**config.mk**
```make
export PLATFORM = sky130hd
export DESIGN_NAME = vbc_serial_framer
export DESIGN_NICKNAME = d
export VERILOG_FILES = /design/src/rtl/vbc_pkg.sv /design/src/rtl/vbc_clk_div.sv /design/src/rtl/vbc_frame_engine.sv /design/src/rtl/vbc_dr_serializer.sv /design/src/rtl/vbc_dx_capture.sv /design/src/rtl/vbc_serial_framer.sv
export SDC_FILE = /design/constraint.sdc
export NUM_CORES = 1
export LEC_CHECK = 0
export ABC_CLOCK_PERIOD_IN_PS = 3800
export BUFFER_PORTS_ARGS = -buffer_cell sky130_fd_sc_hd__buf_4
export CAP_MARGIN = 20
export CELL_PAD_IN_SITES_DETAIL_PLACEMENT = 1
export CELL_PAD_IN_SITES_GLOBAL_PLACEMENT = 1
export CORE_MARGIN = 1
export CORE_UTILIZATION = 45
export DETAILED_ROUTE_END_ITERATION = 8
export PLACE_DENSITY = 0.87
export REMOVE_ABC_BUFFERS = 1
export SKIP_LAST_GASP = 1
export SLEW_MARGIN = 10
export SYNTH_ARGS = -nofsm -noshare
export SYNTH_HDL_FRONTEND = slang
export SYNTH_SLANG_ARGS = --single-unit
```
**constraint.sdc**
```tcl
create_clock -name mclk -period 3.8 [get_ports mclk]
set_clock_uncertainty 0.05 [all_clocks]
set_input_delay 0.95 -clock mclk [delete_from_list [all_inputs] [get_ports mclk]]
set_output_delay 0.95 -clock mclk [all_outputs]
set_load 0.05 [all_outputs]
```
**src/rtl/vbc_pkg.sv**
```systemverilog
`timescale 1ns/1ps
package vbc_pkg;

   // Decoded meaning of one shift-clock period within a frame
   typedef struct packed {
      logic fs_low;    // frame sync asserted
      logic eod_low;   // end-of-data asserted
      logic bit_slot;  // a data bit is exchanged in this period
      logic drive;     // serial output shows a data bit
   } slot_flags_t;

endpackage

```
**src/rtl/vbc_clk_div.sv**
```systemverilog
`timescale 1ns/1ps
module vbc_clk_div #(
   parameter int DIV = 4
) (
   input  logic clk,
   input  logic rst_n,
   output logic sclk,
   output logic rise_tick,
   output logic fall_tick
);
   localparam int PW   = (DIV > 2) ? $clog2(DIV) : 1;
   localparam int HALF = DIV / 2;

   logic [PW-1:0] ph;

   always_ff @(posedge clk or negedge rst_n) begin
      if (!rst_n)                   ph <= '0;
      else if (ph == PW'(DIV - 1))  ph <= '0;
      else                          ph <= ph + 1'b1;
   end

   // sclk is high in the upper half of the phase count
   assign sclk      = (ph >= PW'(HALF));
   assign rise_tick = (ph == PW'(HALF - 1));
   assign fall_tick = (ph == PW'(DIV - 1));
endmodule

```
**src/rtl/vbc_frame_engine.sv**
```systemverilog
`timescale 1ns/1ps
module vbc_frame_engine
   import vbc_pkg::*;
#(
   parameter  int DATA_W    = 16,
   parameter  int GAP_SLOTS = 4,
   localparam int IW        = $clog2(DATA_W)
) (
   input  logic          clk,
   input  logic          rst_n,
   input  logic          rise_tick,
   input  logic          go,
   input  logic          byte_mode,
   input  logic          sec_in,
   output logic          busy,
   output logic          fs_n,
   output logic          eod_n,
   output logic          bit_slot,
   output logic          drive,
   output logic [IW-1:0] bit_idx,
   output logic          frame_end,
   output logic          sec_out
);
   localparam int BW       = DATA_W / 2;
   localparam int W_LAST   = DATA_W + 1;
   localparam int B_GAP_LO = BW + 1;
   localparam int B_GAP_HI = BW + GAP_SLOTS;
   localparam int B2_LO    = B_GAP_HI + 1;
   localparam int B2_HI    = DATA_W + GAP_SLOTS;
   localparam int B_LAST   = B2_HI + 1;
   localparam int SW       = $clog2(B_LAST + 1);

   logic          active, byte_q, sec_q;
   logic [SW-1:0] slot, last_slot;
   slot_flags_t   fl;
   int            idx, s_i;

   assign last_slot = byte_q ? SW'(B_LAST) : SW'(W_LAST);
   assign s_i       = int'(slot);

   // Slot sequencer: advances once per shift clock on its rising edge
   always_ff @(posedge clk or negedge rst_n) begin
      if (!rst_n) begin
         active <= 1'b0;
         slot   <= '0;
         byte_q <= 1'b0;
         sec_q  <= 1'b0;
      end else if (rise_tick) begin
         if (active) begin
            if (slot == last_slot) begin
               active <= 1'b0;
               sec_q  <= 1'b0;
            end else begin
               slot <= slot + 1'b1;
            end
         end else if (go) begin
            active <= 1'b1;
            slot   <= '0;
            byte_q <= byte_mode;
            sec_q  <= sec_in;
         end
      end
   end

   // Slot decode: period 0 presets the MSB, data periods follow
   always_comb begin
      fl  = '0;
      idx = 0;
      if (active) begin
         if (s_i == 0) begin
            fl.drive = 1'b1;
            idx      = DATA_W - 1;
         end else if (!byte_q) begin
            if (s_i <= DATA_W) begin
               fl.fs_low   = 1'b1;
               fl.bit_slot = 1'b1;
               fl.drive    = 1'b1;
               idx         = DATA_W - s_i;
            end else if (s_i == W_LAST) begin
               fl.eod_low = 1'b1;
            end
         end else begin
            if (s_i <= BW) begin
               fl.fs_low   = 1'b1;
               fl.bit_slot = 1'b1;
               fl.drive    = 1'b1;
               idx         = DATA_W - s_i;
            end else if (s_i >= B_GAP_LO && s_i <= B_GAP_HI) begin
               fl.eod_low = 1'b1;
               fl.drive   = 1'b1;
               idx        = BW - 1;
            end else if (s_i >= B2_LO && s_i <= B2_HI) begin
               fl.fs_low   = 1'b1;
               fl.eod_low  = 1'b1;
               fl.bit_slot = 1'b1;
               fl.drive    = 1'b1;
               idx         = B2_HI - s_i;
            end else if (s_i == B_LAST) begin
               fl.fs_low = 1'b1;
            end
         end
      end
   end

   assign busy      = active;
   assign fs_n      = ~fl.fs_low;
   assign eod_n     = ~fl.eod_low;
   assign bit_slot  = fl.bit_slot;
   assign drive     = fl.drive;
   assign bit_idx   = IW'(idx);
   assign frame_end = rise_tick && active && (slot == last_slot);
   assign sec_out   = active && sec_q;
endmodule

```
**src/rtl/vbc_dr_serializer.sv**
```systemverilog
`timescale 1ns/1ps
module vbc_dr_serializer #(
   parameter  int DATA_W = 16,
   localparam int IW     = $clog2(DATA_W)
) (
   input  logic              clk,
   input  logic              rst_n,
   input  logic              load,
   input  logic [DATA_W-1:0] word,
   input  logic              drive,
   input  logic [IW-1:0]     bit_idx,
   output logic              dr
);
   logic [DATA_W-1:0] hold;

   always_ff @(posedge clk or negedge rst_n) begin
      if (!rst_n)    hold <= '0;
      else if (load) hold <= word;
   end

   assign dr = drive & hold[bit_idx];
endmodule

```
**src/rtl/vbc_dx_capture.sv**
```systemverilog
`timescale 1ns/1ps
module vbc_dx_capture #(
   parameter int DATA_W = 16
) (
   input  logic              clk,
   input  logic              rst_n,
   input  logic              sample,
   input  logic              ser_in,
   input  logic              frame_end,
   output logic [DATA_W-1:0] word,
   output logic              valid
);
   logic [DATA_W-1:0] sr;

   always_ff @(posedge clk or negedge rst_n) begin
      if (!rst_n) begin
         sr    <= '0;
         word  <= '0;
         valid <= 1'b0;
      end else begin
         if (sample) sr <= {sr[DATA_W-2:0], ser_in};
         valid <= frame_end;
         if (frame_end) word <= sr;
      end
   end
endmodule

```
**src/rtl/vbc_serial_framer.sv**
```systemverilog
`timescale 1ns/1ps
module vbc_serial_framer #(
   parameter int DATA_W    = 16,
   parameter int GAP_SLOTS = 4,
   parameter int MCLK_DIV  = 4
) (
   input  logic              mclk,
   input  logic              rst_n,
   input  logic              byte_mode,
   input  logic              ctl_wr,
   input  logic              ctl_sync,
   input  logic              tx_req,
   input  logic              tx_secondary,
   input  logic              rx_req,
   input  logic [DATA_W-1:0] rx_word,
   input  logic              dx,
   output logic              sclk,
   output logic              fsx_n,
   output logic              eodx_n,
   output logic              fsr_n,
   output logic              eodr_n,
   output logic              dr,
   output logic              frame_secondary,
   output logic [DATA_W-1:0] tx_word,
   output logic              tx_word_valid
);
   localparam int IW  = $clog2(DATA_W);
   localparam int TXE = 0;
   localparam int RXE = 1;

   if (DATA_W < 4 || (DATA_W % 2) != 0) begin : g_bad_width
      $error("DATA_W must be even and at least 4");
   end
   if (MCLK_DIV < 2 || (MCLK_DIV % 2) != 0) begin : g_bad_div
      $error("MCLK_DIV must be even and at least 2");
   end
   if (GAP_SLOTS < 1) begin : g_bad_gap
      $error("GAP_SLOTS must be at least 1");
   end

   logic rise_tick, fall_tick;
   logic sync_q, tx_pend, tx_sec_pend, rx_pend;
   logic [1:0] go, busy, fs_v, eod_v, bit_v, drv_v, end_v, sec_v, sec_src;
   logic [IW-1:0] idx_v [2];

   vbc_clk_div #(.DIV(MCLK_DIV)) u_div (
      .clk(mclk), .rst_n(rst_n), .sclk(sclk),
      .rise_tick(rise_tick), .fall_tick(fall_tick)
   );

   // Mode bit: loaded only by the control write strobe
   always_ff @(posedge mclk or negedge rst_n) begin
      if (!rst_n)      sync_q <= 1'b0;
      else if (ctl_wr) sync_q <= ctl_sync;
   end

   // Launch decisions: the receive side follows primary transmit launches when synchronous
   always_comb begin
      go[TXE] = rise_tick && tx_pend && !busy[TXE];
      if (sync_q) go[RXE] = go[TXE] && !tx_sec_pend;
      else        go[RXE] = rise_tick && rx_pend && !busy[RXE];
   end

   always_ff @(posedge mclk or negedge rst_n) begin
      if (!rst_n) begin
         tx_pend     <= 1'b0;
         tx_sec_pend <= 1'b0;
         rx_pend     <= 1'b0;
      end else begin
         if (go[TXE]) tx_pend <= 1'b0;
         if (tx_req) begin
            tx_pend     <= 1'b1;
            tx_sec_pend <= tx_secondary;
         end
         if (sync_q) begin
            rx_pend <= 1'b0;
         end else begin
            if (go[RXE]) rx_pend <= 1'b0;
            if (rx_req)  rx_pend <= 1'b1;
         end
      end
   end

   assign sec_src = {1'b0, tx_sec_pend};

   for (genvar g = 0; g < 2; g++) begin : g_eng
      vbc_frame_engine #(.DATA_W(DATA_W), .GAP_SLOTS(GAP_SLOTS)) u_eng (
         .clk(mclk), .rst_n(rst_n), .rise_tick(rise_tick),
         .go(go[g]), .byte_mode(byte_mode), .sec_in(sec_src[g]),
         .busy(busy[g]), .fs_n(fs_v[g]), .eod_n(eod_v[g]),
         .bit_slot(bit_v[g]), .drive(drv_v[g]), .bit_idx(idx_v[g]),
         .frame_end(end_v[g]), .sec_out(sec_v[g])
      );
   end

   vbc_dr_serializer #(.DATA_W(DATA_W)) u_ser (
      .clk(mclk), .rst_n(rst_n), .load(go[RXE]), .word(rx_word),
      .drive(drv_v[RXE]), .bit_idx(idx_v[RXE]), .dr(dr)
   );

   vbc_dx_capture #(.DATA_W(DATA_W)) u_cap (
      .clk(mclk), .rst_n(rst_n), .sample(fall_tick && bit_v[TXE]),
      .ser_in(dx), .frame_end(end_v[TXE]),
      .word(tx_word), .valid(tx_word_valid)
   );

   logic unused_side;
   assign unused_side = ^{bit_v[RXE], drv_v[TXE], idx_v[TXE], end_v[RXE], sec_v[RXE]};

   assign fsx_n           = fs_v[TXE];
   assign eodx_n          = eod_v[TXE];
   assign fsr_n           = fs_v[RXE];
   assign eodr_n          = eod_v[RXE];
   assign frame_secondary = sec_v[TXE];
endmodule

```
## Word level (Yosys, flattened, before mapping)

Index checks and enable logic that the tools add are counted.

- Register bits: 70
- Bits in latches: 0
- Memory bits (writable): 0
- Bits in read-only memories: 0
- Bits of input ports: 25
- Logic and storage cells: 149
- Memories: 0

- $add $sub $neg: 5
- Multiply operators: 0
- Div/mod/pow operators: 0
- Order comparisons: 14
- Equal/unequal tests: 11
- Shifts and indexed selects: 0
- Mux-type cells: 69
- Bitwise gates (word level): 7
- Reductions and logical operators: 27

Operator list:

| kind | number |
|---|---|
| logical NOT 32 bit | 2 |
| two-way mux 4 bit | 11 |
| two-way mux 1 bit | 40 |
| two-way mux 5 bit | 6 |
| == test 5 bit, second input constant | 4 |
| >= comparator 5 x 4 -> 1 bit, second input constant | 4 |
| <= comparator 5 x 4 -> 1 bit, second input constant | 4 |
| <= comparator 5 bit, second input constant | 4 |
| two-way mux 3 bit | 6 |
| AND reduction 3 bit | 5 |
| logical AND 1 bit | 13 |
| adder 5 x 1 -> 5 bit, second input constant | 2 |
| == test 5 bit | 2 |
| two-way mux 2 bit | 5 |
| != test 2 bit, second input constant | 3 |
| inverter 1 bit | 6 |
| nonzero test 2 bit | 3 |
| < comparator 4 x 5 -> 1 bit, second input constant | 1 |
| binary-select mux 1 bit (select 4 bit) | 1 |
| subtractor 1 x 4 -> 4 bit, first input constant | 1 |
| subtractor 3 x 4 -> 4 bit, first input constant | 1 |
| logical NOT 1 bit | 3 |
| nonzero test 3 bit | 1 |
| adder 2 x 1 -> 2 bit, second input constant | 1 |
| other kinds (4) | 4 |

## Depth between registers and ports, before layout

- Depth in word-level cells: 11
- Mapped depth: 11
- Gate-level depth less buffers: 10

## Hierarchy

Synthesis repeated with hierarchy kept, for this count alone.

- Cells, all modules: 363
- Area total of the unflattened synthesis: 4023.9 sq um

By module, submodules not included:

| module | times used | cells each | area an instance (sq um) | seq. area each (sq um) |
|---|---|---|---|---|
| vbc_dx_capture | 1 | 69 | 1323.8 | 825.8 |
| vbc_frame_engine (g_eng[1].u_eng) | 1 | 102 | 833.3 | 200.2 |
| vbc_frame_engine (g_eng[0].u_eng) | 1 | 113 | 820.8 | 200.2 |
| vbc_dr_serializer | 1 | 51 | 747.0 | 400.4 |
| vbc_serial_framer | 1 | 18 | 190.2 | 100.1 |
| vbc_clk_div | 1 | 10 | 108.9 | 50.0 |

## Worst setup path after synthesis

Ideal clock, no wire load.

- Kind: register -> output
- Start: reg g_eng[1].u_eng.slot[0]
- End: out dr
- Arrival time: 2.776 ns
- Setup slack: 0.024 ns
- Stages on the path, launching flop included: 11
- Cells stage by stage: dfrtp_1 buf_2 inv_1 ha_1 or2_1 o32a_1 nand4_2 mux2_2 a22oi_2 a21oi_1 a221o_1

- Longest elaborated chain between the ends: 11

RTL lines:

| what | line | text |
|---|---|---|
| from (decl) | vbc_frame_engine.sv:34 | `logic [SW-1:0] slot, last_slot;` |
| from (signal assigned) | vbc_frame_engine.sv:54 | `slot <= slot + 1'b1;` |
| >= comparator 5 x 4 -> 1 bit or <= comparator 5 bit (tied branches) | vbc_frame_engine.sv:92 | `end else if (s_i >= B2_LO && s_i <= B2_HI) begin` |
| logical AND 1 bit | vbc_frame_engine.sv:92 |  |
| two-way mux 4 bit | vbc_frame_engine.sv:92 |  |
| two-way mux 4 bit | vbc_frame_engine.sv:88 | `end else if (s_i >= B_GAP_LO && s_i <= B_GAP_HI) begin` |
| two-way mux 4 bit | vbc_frame_engine.sv:83 | `if (s_i <= BW) begin` |
| two-way mux 4 bit | vbc_frame_engine.sv:73 | `end else if (!byte_q) begin` |
| two-way mux 4 bit | vbc_frame_engine.sv:70 | `if (s_i == 0) begin` |
| two-way mux 4 bit | vbc_frame_engine.sv:69 | `if (active) begin` |
| binary-select mux 1 bit (select 4 bit) | vbc_dr_serializer.sv:21 | `assign dr = drive & hold[bit_idx];` |
| two-way mux 1 bit (implied by the code) | vbc_dr_serializer.sv:21 |  |
| bitwise AND 1 bit * | vbc_dr_serializer.sv:21 |  |
| to (decl) | vbc_serial_framer.sv:22 | `output logic dr,` |

Mark *: on every way between the ends. The rest lies on a longest branch, timed or not. The select of a mux whose other input is x is not followed.

## Final worst setup path

Ends and elaborated chain as after synthesis.

==> flow_summary.ini <==
[outcome]
status = finished with violations
violations = negative setup slack

[logic_synthesis]
synth-edff-count = 0
ys_ff_latch = 70
syn_inst = 352
async_flop_share_pct = 100
syn_area_per_cell_um2 = 10.1
yosys.cell_types.count = 62
synth_area_um2 = 3570
ys.flop_type = dfrtp_1
yosys_warnings = 0
synth.yosys.seq_area_share_pct = 49.0

[drt]
drt-total-wl_um = 10400
drc_errors = 0
antenna_left = 0
wire_per_inst_um = 19.7
initialDrtViolationCount = 117
vias = 2961
first_pass_iters = 4
drt-vias-per-instance = 5.61

[setup_path]
endpoint_kind = output pin
critical_path.startpoint_type = flip-flop
crit_chain = buf_6, ha_4, nor4_4, o31ai_4, and2_4, or3_4, o2111a_1, o21bai_1, a21oi_1, a221o_1, buf_6
critPathBufInv = 2
cpLargestDelayFamily = compound AO/OA/AOI/OAI gates
cpMostUsedCell = buf_6
max_stage_delay_ns = 0.42
crit_type = flip-flop to output pin
critPathRequiredTime_ns = 2.80
cpMaxStageDelayCell = dfrtp_1
worst_ep_arrival_time_ns = 3.00
critPathMaxFanout = 7

[finish]
final_nets = 455
diodes = 0
syn_to_final_growth_pct = 28.1
final_util_pct = 59.5
n_fill_cell = 866
drive_gt1_share_pct = 35.0
fin_area_um2 = 4570

[die]
die_w_um = 91.1
initial_utilization_pct = 46.5
core-area_um2 = 7690
dieArea_um2 = 8300
io_pins = 49
num_rows = 32
die_y_um = 91.1

[global_routing]
antenna_found_initial = 0
grtUsageTotal_pct = 25.7
first_global_vias = 3186
globalRouteOverflowTotal = 0
grt_pass1_wl_um = 16200
grt_max_degree = 71

[job]
cap_violations = 0

[placed_design]
io_buffer_count = 48
place.gp.congestion = 0.826
postPlaceCellArea_um2 = 4070
pre_cts_slack_ns = 0.0840
dp_hpwl_um = 6040

[sta]
fin_ws_ns = -0.198
max_freq_ghz = 0.250
finalSetupViolations = 1
worstMarginPinSlew_ns = 0.886
rsz0062_at_grt = yes
relSlewSlack_pct = 40.9
finalCritPeriodShare_pct = 105
slew_violations = 0
fin_crit_ns = 4.00
finalHoldViolCount = 0

[cts]
h-tree-depth = 3
postCtsHoldBufs = 0
cts-root-buf = clkbuf_8
cts_buffers = 9
clock_path_buffers = 2
worst_skew_pair.late_latency_ns = 0.35
cts_tree = built
cts.clk_slew.worst_paths_ns = 0.08
cts.sinks = 70

[power]
power.leakage_nw = 2.21
ir_worst_vdd_uv = 333
power.density_nw_per_um2 = 700

[worst_hold_path]
hold_path.class = flip-flop to flip-flop
-- sequential cells by signal, indices dropped and copies added (netlist names) --
register / cells
u_cap.sr: 16
g_eng.u_eng.busy: 2
g_eng.u_eng.byte_q: 2
tx_sec_pend: 1
u_ser.hold: 16
rx_pend: 1
g_eng.u_eng.sec_q: 1
g_eng.u_eng.slot: 10
u_cap.valid: 1
u_div.ph: 2
sync_q: 1
tx_pend: 1
u_cap.word: 16
-- tightest hold or removal path, delay by kind of cell, from the launching register on --
kind	cells	cell delay, ns
flip-flops	1	0.35
AND/OR/NAND/NOR	2	0.10
-- cell type report --
type                       count  area (um^2)  area share [%]
sequential                    70         1750            38.3
tap                          102          128            2.79
timing repair buffer          73          556            12.1
clock buffer                  10          138            3.01
multi-input combinational    248         1810            39.6
inverter                      19         71.3            1.56
clock inverter                 6          118            2.57
-- metrics by stage --
stage | instances | total power [W] | TNS, ns | hold slack, ns
6_report | 528 | 0.00320 | -0.198 | 0.418
5_1_grt | 528 | 0.00333 | -0.305 | 0.456
4_1_cts | 518 | 0.00292 | -0.0920 | 0.425
3_5_place_dp | 498 | 0.00203 | 0 | 0.409
3_3_place_gp | 498 | 0.00198 | 0 | 0.402
2_1_floorplan | 337 | 0.00171 | 0 | 0.382
-- power breakdown --
part,internal (W),switching [W],total [W]
clock,0.000460,0.000311,0.000771
sequential,0.000852,0.000117,0.000969
combinational,0.000656,0.000806,0.00146
-- per-layer routing --
layer / global-route usage [%] / vias up / part of all wire [%]
li1: - / 1352 / -
met1: 29.3 / 1507 / 39
met2: 46.5 / 79 / 54
met3: 5.36 / 23 / 3.9
met4: 10.4 / 0 / 2.6
met5: 0 / - / 0
-- cell usage after synthesis, drive strengths merged, types with 3 or more instances --
library cell / n / share of area, %
xor2: 3 / 0.74
ha: 9 / 3.2
mux2: 37 / 12
nor3: 4 / 0.70
a22oi: 3 / 0.77
a21oi: 9 / 1.3
mux2i: 3 / 0.84
nand2: 76 / 8.0
o31ai: 5 / 1.1
dfrtp: 70 / 49
or3: 3 / 0.67
a31oi: 3 / 0.53
and2b: 3 / 0.67
nand4: 6 / 1.2
inv: 18 / 1.9
nand3: 4 / 0.56
clkbuf: 4 / 0.42
or2: 4 / 0.70
nor2b: 3 / 0.53
o21ai: 17 / 2.4
xnor2: 5 / 1.2
nor2: 19 / 2.0
buf: 11 / 1.5
-- path summary, 6_finish.rpt --
path,start,endpoint,slack [ns],cells after the start
max reg2reg,u_div.ph[1],g_eng[1].u_eng.slot[0],1.18,8
min in group asynchronous,rst_n,u_cap.word[8],0.64,1
min reg2reg,u_cap.sr[15],u_cap.word[15],0.42,2
max,g_eng[1].u_eng.slot[0],dr,-0.20,11
max in group asynchronous,rst_n,g_eng[1].u_eng.slot[2],2.41,1
min,u_cap.sr[15],u_cap.word[15],0.42,2
-- layout by cell type, fill, tap and decap left out, drive strengths merged, types with 2 or more instances in the layout --
cell     count
nand3        4
clkbuf      10
o22ai        2
mux2        37
bufinv       3
a31oi        3
xnor2        5
clkinv       2
and2         2
nand2       76
and2b        3
a21oi        9
o21ai       17
nor4         2
dfrtp       70
nand4        6
buf         73
mux2i        3
nor2        19
nor3         4
o2111ai      2
nor3b        2
nand3b       2
a221oi       2
o31ai        5
xor2         3
a221o        2
or3          3
or2          4
ha           9
inv         19
nand2b       2
nor2b        3
a22oi        3
o21bai       2
-- kinds of logic (layout without fill, tap and decap cells) --
| kind of cell | after synthesis | after routing | share of synthesized area, % |
|---|---|---|---|
| fa+ha+maj | 9 | 9 | 3.15 |
| xor+xnor | 8 | 8 | 1.96 |
| simple gates | 134 | 134 | 18.1 |
| flops | 70 | 70 | 49.0 |
| compound gates | 57 | 57 | 11.3 |
| mux | 40 | 40 | 12.5 |
| buf+inv | 34 | 108 | 3.96 |
-- timing repair --
action / CTS / global route
endpoints found under the setup margin: 1 / 1
gates cloned: 0 / 0
pin swaps: 2 / 10
buffers inserted: 4 / 10
gates resized for setup: 12 / 15
Note: power is estimated with default switching activity, not from simulation.
